$ cat config.mk
export PLATFORM = sky130hd
export DESIGN_NAME = muldiv_unit
export DESIGN_NICKNAME = d
export VERILOG_FILES = /design/src/rtl/muldiv_pkg.sv /design/src/rtl/muldiv_ctrl.sv /design/src/rtl/muldiv_mul_core.sv /design/src/rtl/muldiv_div_core.sv /design/src/rtl/muldiv_unit.sv
export SDC_FILE = /design/constraint.sdc
export NUM_CORES = 1
export LEC_CHECK = 0
export BUFFER_PORTS_ARGS = -buffer_cell sky130_fd_sc_hd__buf_4
export CORE_MARGIN = 5
export CORE_UTILIZATION = 31
export CTS_CLUSTER_DIAMETER = 50
export CTS_CLUSTER_SIZE = 30
export DETAILED_ROUTE_END_ITERATION = 7
export SYNTH_ARGS = -nofsm -noshare
export SYNTH_HDL_FRONTEND = slang
export SYNTH_SLANG_ARGS = --single-unit
export TNS_END_PERCENT = 20
$ cat constraint.sdc
create_clock -name clk_i -period 4.6 [get_ports clk_i]
set_input_delay 0.46 -clock clk_i [delete_from_list [all_inputs] [get_ports clk_i]]
set_output_delay 0.46 -clock clk_i [all_outputs]
set_load 0.1 [all_outputs]
$ cat src/rtl/muldiv_pkg.sv
package muldiv_pkg;
  typedef enum logic {OP_MUL = 1'b0, OP_DIV = 1'b1} op_e;
endpackage

$ cat src/rtl/muldiv_ctrl.sv
module muldiv_ctrl #(
  parameter int MUL_LAT   = 5,
  parameter int DIV_LAT   = 7,
  parameter int MUL_STEPS = 4,
  parameter int DIV_STEPS = 4
) (
  input  logic clk_i,
  input  logic rst_ni,
  input  logic start_i,
  input  logic op_i,
  output logic load_o,
  output logic step_o,
  output logic op_o,
  output logic done_o
);
  localparam int MAX_LAT = (MUL_LAT > DIV_LAT) ? MUL_LAT : DIV_LAT;
  localparam int LW      = $clog2(MAX_LAT + 1);
  localparam int MAX_ST  = (MUL_STEPS > DIV_STEPS) ? MUL_STEPS : DIV_STEPS;
  localparam int SW      = $clog2(MAX_ST + 1);

  logic          busy_q;
  logic          op_q;
  logic          done_q;
  logic [LW-1:0] lat_q;
  logic [SW-1:0] iter_q;

  assign load_o = start_i && !busy_q;
  assign step_o = busy_q && (iter_q != '0);
  assign op_o   = op_q;
  assign done_o = done_q;

  always_ff @(posedge clk_i or negedge rst_ni) begin
    if (!rst_ni) begin
      busy_q <= 1'b0;
      op_q   <= 1'b0;
      done_q <= 1'b0;
      lat_q  <= '0;
      iter_q <= '0;
    end else begin
      done_q <= 1'b0;
      if (!busy_q) begin
        if (start_i) begin
          busy_q <= 1'b1;
          op_q   <= op_i;
          lat_q  <= op_i ? LW'(DIV_LAT - 1) : LW'(MUL_LAT - 1);
          iter_q <= op_i ? SW'(DIV_STEPS) : SW'(MUL_STEPS);
        end
      end else begin
        if (iter_q != '0) iter_q <= iter_q - 1'b1;
        if (lat_q == '0) begin
          busy_q <= 1'b0;
          done_q <= 1'b1;
        end else begin
          lat_q <= lat_q - 1'b1;
        end
      end
    end
  end
endmodule

$ cat src/rtl/muldiv_mul_core.sv
module muldiv_mul_core #(
  parameter int W    = 8,
  parameter int BITS = 2
) (
  input  logic         clk_i,
  input  logic         rst_ni,
  input  logic         load_i,
  input  logic         step_i,
  input  logic [W-1:0] a_i,
  input  logic [W-1:0] x_i,
  output logic [W-1:0] hi_o,
  output logic [W-1:0] lo_o
);
  logic [W-1:0] hi_q, lo_q, mcand_q;
  logic [W-1:0] hi_n, lo_n;

  // BITS shift-and-add iterations per clock
  always_comb begin
    logic [W:0] sum;
    hi_n = hi_q;
    lo_n = lo_q;
    for (int k = 0; k < BITS; k++) begin
      sum  = {1'b0, hi_n} + (lo_n[0] ? {1'b0, mcand_q} : '0);
      lo_n = {sum[0], lo_n[W-1:1]};
      hi_n = sum[W:1];
    end
  end

  always_ff @(posedge clk_i or negedge rst_ni) begin
    if (!rst_ni) begin
      hi_q    <= '0;
      lo_q    <= '0;
      mcand_q <= '0;
    end else if (load_i) begin
      hi_q    <= '0;
      lo_q    <= a_i;
      mcand_q <= x_i;
    end else if (step_i) begin
      hi_q <= hi_n;
      lo_q <= lo_n;
    end
  end

  assign hi_o = hi_q;
  assign lo_o = lo_q;
endmodule

$ cat src/rtl/muldiv_div_core.sv
module muldiv_div_core #(
  parameter int W    = 8,
  parameter int BITS = 2
) (
  input  logic         clk_i,
  input  logic         rst_ni,
  input  logic         load_i,
  input  logic         step_i,
  input  logic [W-1:0] h_i,
  input  logic [W-1:0] a_i,
  input  logic [W-1:0] x_i,
  output logic [W-1:0] quo_o,
  output logic [W-1:0] rem_o,
  output logic [W-1:0] dvs_o,
  output logic         ovf_o
);
  logic [W-1:0] rem_q, quo_q, dvs_q;
  logic         ovf_q;
  logic [W-1:0] rem_n, quo_n;

  // BITS restoring iterations per clock; rem stays below dvs when no overflow
  always_comb begin
    logic [W:0] trial;
    rem_n = rem_q;
    quo_n = quo_q;
    for (int k = 0; k < BITS; k++) begin
      trial = {rem_n, quo_n[W-1]};
      quo_n = {quo_n[W-2:0], 1'b0};
      if (trial >= {1'b0, dvs_q}) begin
        trial    = trial - {1'b0, dvs_q};
        quo_n[0] = 1'b1;
      end
      rem_n = trial[W-1:0];
    end
  end

  always_ff @(posedge clk_i or negedge rst_ni) begin
    if (!rst_ni) begin
      rem_q <= '0;
      quo_q <= '0;
      dvs_q <= '0;
      ovf_q <= 1'b0;
    end else if (load_i) begin
      rem_q <= h_i;
      quo_q <= a_i;
      dvs_q <= x_i;
      ovf_q <= (x_i == '0) || (h_i >= x_i);
    end else if (step_i) begin
      rem_q <= rem_n;
      quo_q <= quo_n;
    end
  end

  assign quo_o = quo_q;
  assign rem_o = rem_q;
  assign dvs_o = dvs_q;
  assign ovf_o = ovf_q;
endmodule

$ cat src/rtl/muldiv_unit.sv
module muldiv_unit #(
  parameter int DATA_W   = 8,
  parameter int MUL_LAT  = 5,
  parameter int DIV_LAT  = 7,
  parameter int MUL_BITS = 2,
  parameter int DIV_BITS = 2
) (
  input  logic              clk_i,
  input  logic              rst_ni,
  input  logic              start_i,
  input  logic              op_i,
  input  logic [DATA_W-1:0] a_i,
  input  logic [DATA_W-1:0] x_i,
  input  logic [DATA_W-1:0] h_i,
  output logic [DATA_W-1:0] a_o,
  output logic [DATA_W-1:0] x_o,
  output logic [DATA_W-1:0] h_o,
  output logic              carry_o,
  output logic              carry_we_o,
  output logic              zero_o,
  output logic              zero_we_o,
  output logic              half_o,
  output logic              half_we_o,
  output logic              done_o
);
  import muldiv_pkg::*;

  localparam int MUL_STEPS = (DATA_W + MUL_BITS - 1) / MUL_BITS;
  localparam int DIV_STEPS = (DATA_W + DIV_BITS - 1) / DIV_BITS;

  logic              load, step, op_q, done;
  logic              mul_step, div_step, ovf;
  logic [DATA_W-1:0] mul_hi, mul_lo, quo, rem, dvs;

  muldiv_ctrl #(
    .MUL_LAT(MUL_LAT), .DIV_LAT(DIV_LAT),
    .MUL_STEPS(MUL_STEPS), .DIV_STEPS(DIV_STEPS)
  ) i_ctrl (
    .clk_i(clk_i), .rst_ni(rst_ni), .start_i(start_i), .op_i(op_i),
    .load_o(load), .step_o(step), .op_o(op_q), .done_o(done)
  );

  // both cores load; only the selected one iterates
  assign mul_step = step && (op_e'(op_q) == OP_MUL);
  assign div_step = step && (op_e'(op_q) == OP_DIV);

  muldiv_mul_core #(.W(DATA_W), .BITS(MUL_BITS)) i_mul (
    .clk_i(clk_i), .rst_ni(rst_ni), .load_i(load), .step_i(mul_step),
    .a_i(a_i), .x_i(x_i), .hi_o(mul_hi), .lo_o(mul_lo)
  );

  muldiv_div_core #(.W(DATA_W), .BITS(DIV_BITS)) i_div (
    .clk_i(clk_i), .rst_ni(rst_ni), .load_i(load), .step_i(div_step),
    .h_i(h_i), .a_i(a_i), .x_i(x_i),
    .quo_o(quo), .rem_o(rem), .dvs_o(dvs), .ovf_o(ovf)
  );

  // idle div core holds H and X untouched during a multiply
  assign a_o        = op_q ? quo : mul_lo;
  assign x_o        = op_q ? dvs : mul_hi;
  assign h_o        = rem;
  assign carry_o    = op_q & ovf;
  assign carry_we_o = done;
  assign zero_o     = (quo == '0);
  assign zero_we_o  = done & op_q;
  assign half_o     = 1'b0;
  assign half_we_o  = done & ~op_q;
  assign done_o     = done;
endmodule

==> results of run 1 <==
[registers in the layout, indices dropped and copies added, names as in the netlist]
| register | count |
|---|---|
| i_ctrl.op_o | 1 |
| i_ctrl.busy_q | 1 |
| i_mul.mcand_q | 8 |
| i_mul.lo_o | 8 |
| i_div.rem_o | 8 |
| i_ctrl.lat_q | 3 |
| i_ctrl.done_o | 1 |
| i_div.ovf_o | 1 |
| i_mul.hi_o | 8 |
| i_div.quo_o | 8 |
| i_ctrl.iter_q | 3 |
[routing by layer]
metal,up-vias,share of wire [%]
li1,1812,-
met5,-,0
met4,0,1.4
met3,12,4.7
met2,84,48
met1,1778,46
[path summary, 6_finish.rpt]
path                                         end  slack, ns  cells after the start
min in group clk_i                   i_ctrl.op_o       0.38                      3
worst max register to register    i_div.rem_o[6]       0.41                     15
worst max-delay path              i_div.rem_o[6]       0.41                     15
worst min register to register  i_ctrl.iter_q[1]       0.49                      2
max in group asynchronous          i_mul.hi_o[4]       3.94                      1
worst min-delay path             i_ctrl.lat_q[2]       0.19                      1
[cell type report]
class / count / area, um2 / area share (%)
Clock inverter: 2 / 17.5 / 0.358
Clock buffer: 6 / 129 / 2.63
Sequential cell: 50 / 1250 / 25.5
Inverter: 37 / 139 / 2.84
Multi-Input combinational cell: 376 / 2690 / 54.9
Timing Repair Buffer: 60 / 450 / 9.20
Tap cell: 176 / 220 / 4.50
[cell families after synthesis]
group | after synthesis | synth area share (%)
flip-flops | 50 | 30.0
multiplexers | 27 | 7.12
adder cells (fa/ha/maj) | 48 | 15.1
other | 1 | 0.0900
AO/OA/AOI/OAI | 131 | 20.2
AND/OR/NAND/NOR | 154 | 18.9
XOR/XNOR | 15 | 3.15
buffers and inverters | 56 | 5.41
[cell usage in the layout (no fill, tap or decap), drive strengths merged, types with 5 or more instances in the layout]
cell type / n
a21o: 8
nand3: 13
a31oi: 14
nor2: 29
nand2b: 5
o31ai: 6
and3: 6
a21oi: 25
o21a: 9
nor2b: 9
and2: 18
mux2: 21
a21boi: 5
clkbuf: 6
xnor2: 11
buf: 60
dfrtp: 50
mux2i: 6
nand2: 49
a211oi: 7
inv: 38
o21ai: 43
ha: 44
nand4: 5
[per-stage QoR]
stage          utilization (%)  area (um2)  hold slack [ns]  instances
6_report                  37.1        4900            0.193        707
5_1_grt                   37.1        4900            0.246        707
4_1_cts                   37.1        4900            0.221        707
3_5_place_dp              36.0        4750            0.477        699
3_3_place_gp              36.0        4750            0.465        699
2_1_floorplan                -        4170            0.164        482
==> impl_metrics.tcl, run 1 <==
set metrics [dict create \
    area_growth_pct 17.6 \
    die_area_um2 15900 \
    drt_wl_total_um 12000 \
    critPathTopFamily "compound AO/OA/AOI/OAI gates" \
    ys_warn_count 0 \
    setup_violations 0 \
    synth_area_leaders "dfrtp_1, ha_1, mux2_2, nand2_1, o21ai_0" \
    layout-drive-gt1-share_pct 18.8 \
    fin_nets 606 \
    ys_types 56 \
    synth_common_cells "dfrtp_1, nand2_1, ha_1" \
    grt_pass1_wl_um 20000 \
    drt-wirelength-per-cell_um 17.0 \
    grt_max_degree 51 \
    crit_path_start_kind "flip-flop" \
    cp_slowest_stage_delay_ns 0.41 \
    clk_pin_slew_ns 0.07 \
    port-buffer-count 57 \
    top_level_ports 59 \
    syn_inst 482 \
    finalHoldViolations 0 \
    setup.worst_path.class "flip-flop to flip-flop" \
    critPathLaunch "i_mul.mcand_q[1]" \
    end_kind "flip-flop" \
    cts_resized 0 \
    async_flop_share_pct 100 \
    yosysTopAreaCell "dfrtp_1" \
    synthFlopType "dfrtp_1" \
    antenna_cells 0 \
    hold_class "input pin to asynchronous set/reset pin" \
    critPathBufInv 1 \
    hold_buffers 0 \
    cp.arrival_ns 4.37 \
    postSynthAreaPerCell_um2 8.64 \
    gr-usage-met2_pct 25.5 \
    setup_ws_ns 0.409 \
    relSlewSlack_pct 33.1 \
    fin_tns_setup_ns 0 \
    rsz0062_at_grt "false" \
    cts_max_level 2 \
    synthesis.nets 558 \
    cp_cell_sequence "inv_1 -> ha_1 -> nor2b_1 -> o31ai_2 -> a21boi_2 -> nor2_4 -> mux2i_1 -> ha_1 -> nor2b_1 -> o31a_1 -> o31a_1 -> o21a_1 -> o21ai_2 -> a211oi_1 -> a211o_1" \
    synth_top_area_share_pct 30.0 \
    fill_cells 1351 \
    cp.required_ns 4.78 \
    slowest_stage "dfrtp_1" \
    timing.final.crit_share_pct 91.1 \
    groute.usage.overall_pct 15.3 \
    synth_seq_cells 50 \
    synth_most_common_cell "dfrtp_1" \
    fmax_mhz 239 \
    crit_fanout 9 \
    fin_skew_ns 0.00939 \
    dp.final_hpwl_um 9240 \
    ant_nets 0 \
    die_x_um 126 \
    core_um2 13200 \
    clkSinkCount 50 \
    dp_slack_ns 0.453 \
    grt_overflow 0 \
    cts_buffers 5 \
    via_per_inst 5.21 \
    post_cts_buffers 0 \
    cts_tree "done" \
    drv_slew 0 \
    timing.rr.start "i_mul.mcand_q[1]" \
    netlist_area_um2 4170 \
    placement_rows 42 \
    status "completed" \
    finalCriticalPeriod_ns 4.19 \
    maxCapViolCount 0 \
    grt_use_met3_pct 2.75 \
    yosysSeqAreaShare_pct 30.0 \
    grt_pass1_vias 3851 \
    met1_usage_pct 20.5 \
    root_buffer "clkbuf_16" \
    worst_pin_slew_ns 1.00 \
    die_h_um 126 \
    first_pass_iters 4 \
    antenna_found_initial 0 \
    vias 3686 \
    top_usage_layer "met2" \
    gp_congestion 0.929 \
    drc 0 \
    clock_path_buffers 2 \
    initial_utilization_pct 31.6 \
    drt-initial-drc-count 234 \
    clkLatencyLatePin_ns 0.29 \
    synth_enable_flop_cells 0 \
]
Power of run 1 is left out: the tool's default activity adds up to more than one toggle a clock period on the data nets, which glitch-free logic cannot reach.
==> run 2, diff against run 1 <==
==> constraint.sdc (replaced) <==
create_clock -name clk_i -period 4.6 [get_ports clk_i]
set_input_delay 0.46 -clock clk_i [delete_from_list [all_inputs] [get_ports clk_i]]
set_output_delay 0.46 -clock clk_i [all_outputs]
set_load 0.02 [all_outputs]
==> run 2 against run 1 <==
Effect of this change: sequential share of layout area down 0.14 points; largest cell class unchanged; utilization rose by 0.21 points; cell count increased by 0.14%; maximum frequency shrank 0.95%; final area rose by 0.56%; die area unchanged; clock skew down 0.0038 ns; via count is 0.22% higher; flip-flop and latch count unchanged; non-clock buffer count increased by 1; hold slack gained 0.00068 ns.
==> impl_metrics.tcl, run 2 (same netlist as run 1, synthesis figures left out) <==
set metrics [dict create \
    finalCriticalPeriod_ns 4.23 \
    mostFrequentLayoutCell "buf_4" \
    wl_met3_um 479 \
    fin_nets 607 \
    setup_violations 0 \
    antenna_cells 0 \
    area_growth_pct 18.3 \
    die_h_um 126 \
    grt_pass1_wl_um 19900 \
    clk_pin_slew_ns 0.07 \
    top_layer_used "met4" \
    core_um2 13200 \
    cts_max_level 2 \
    fin_tns_setup_ns 0 \
    fmax_mhz 236 \
    worst_pin_slew_ns 0.904 \
    drt-wirelength-per-cell_um 16.9 \
    final_cell_mix "buf_4, dfrtp_1, nand2_1, ha_1, inv_1" \
    timing.final.crit_share_pct 92.0 \
    drv_slew 0 \
    grt_overflow 0 \
    grt_pass1_vias 3892 \
    post_cts_buffers 0 \
    dp.final_hpwl_um 9310 \
    cp.required_ns 4.78 \
    regToRegSetupSlack_ns 0.37 \
    crit_fanout 9 \
    clock_path_buffers 2 \
    drt-met1-wl_um 5490 \
    finalHoldViolations 0 \
    maxCapViolCount 0 \
    root_buffer "clkbuf_16" \
    layout-drive-gt1-share_pct 19.0 \
    timing.rr.start "i_mul.mcand_q[1]" \
    gp_congestion 0.927 \
    via_per_inst 5.22 \
    port-buffer-count 57 \
    ant_nets 0 \
    drt-initial-drc-count 180 \
    drc 0 \
    clkLatencyLatePin_ns 0.29 \
    die_area_um2 15900 \
    status "completed" \
    cts_buffers 5 \
    cts_tree "done" \
    first_pass_iters 4 \
    setup.worst_path.class "flip-flop to flip-flop" \
    initial_utilization_pct 31.6 \
    vias 3694 \
    clkSinkCount 50 \
    r2r-end "i_div.rem_o[6]" \
    drt_wl_total_um 12000 \
    relSlewSlack_pct 39.5 \
    rsz0062_at_grt "false" \
    end_kind "flip-flop" \
    hold_buffers 0 \
    placement_rows 42 \
    fin_skew_ns 0.00564 \
    hold_class "input pin to asynchronous set/reset pin" \
    crit_path_start_kind "flip-flop" \
    top_level_ports 59 \
    die_x_um 126 \
    grt_max_degree 51 \
    antenna_found_initial 0 \
    cp.arrival_ns 4.41 \
    r2r_cells 15 \
    groute.usage.overall_pct 15.3 \
    wl_met2_um 5740 \
    cts_resized 0 \
]
-- run 2: worst max path at each step --
stage,from,end,slack (ns),depth (start not counted)
2_1_floorplan,i_div.rem_o[6],i_div.rem_o[6],0.81,14
3_3_place_gp,i_mul.mcand_q[1],i_div.rem_o[6],0.59,15
3_5_place_dp,i_mul.mcand_q[1],i_div.rem_o[6],0.43,15
4_1_cts,i_mul.mcand_q[1],i_div.rem_o[6],0.41,15
5_1_grt,i_mul.mcand_q[1],i_div.rem_o[6],0.16,15
6_report,i_mul.mcand_q[1],i_div.rem_o[6],0.37,15
-- run 2: critical path, cell delays in order (launching register included) --
cell	delay, ns
dfrtp_1	0.41
inv_1	0.20
ha_1	0.29
nor2b_1	0.16
o31ai_2	0.34
a21boi_2	0.13
nor2_4	0.23
mux2i_1	0.39
ha_1	0.31
nor2b_1	0.15
o31a_1	0.27
o31a_1	0.26
o21a_1	0.21
o21ai_2	0.33
a211oi_1	0.14
a211o_1	0.30
-- run 2: layout make-up --
type	count	area, um2
fill	1334	8260
multi-input combinational	376	2690
sequential	50	1250
timing repair buffer	61	458
tap	176	220
inverter	37	139
clock buffer	6	129
clock inverter	2	37.5
-- run 2: metrics by stage --
step	hold slack [ns]	cells	area (um2)	util (%)	setup WS, ns
after floorplan	0.164	482	4170	-	0.813
after CTS	0.224	708	4930	37.3	0.411
final	0.193	708	4930	37.3	0.369
after global placement	0.465	700	4760	36.1	0.586
after detailed placement	0.477	700	4760	36.1	0.432
after global routing	0.248	708	4930	37.3	0.164
-- run 2: metal layers --
layer  global-route usage [%]  vias up
li1                         -     1798
met4                     5.17        0
met2                     25.4       96
met3                     2.41       18
met5                        0        -
met1                     20.2     1782
Power of run 2 is left out for the same reason.
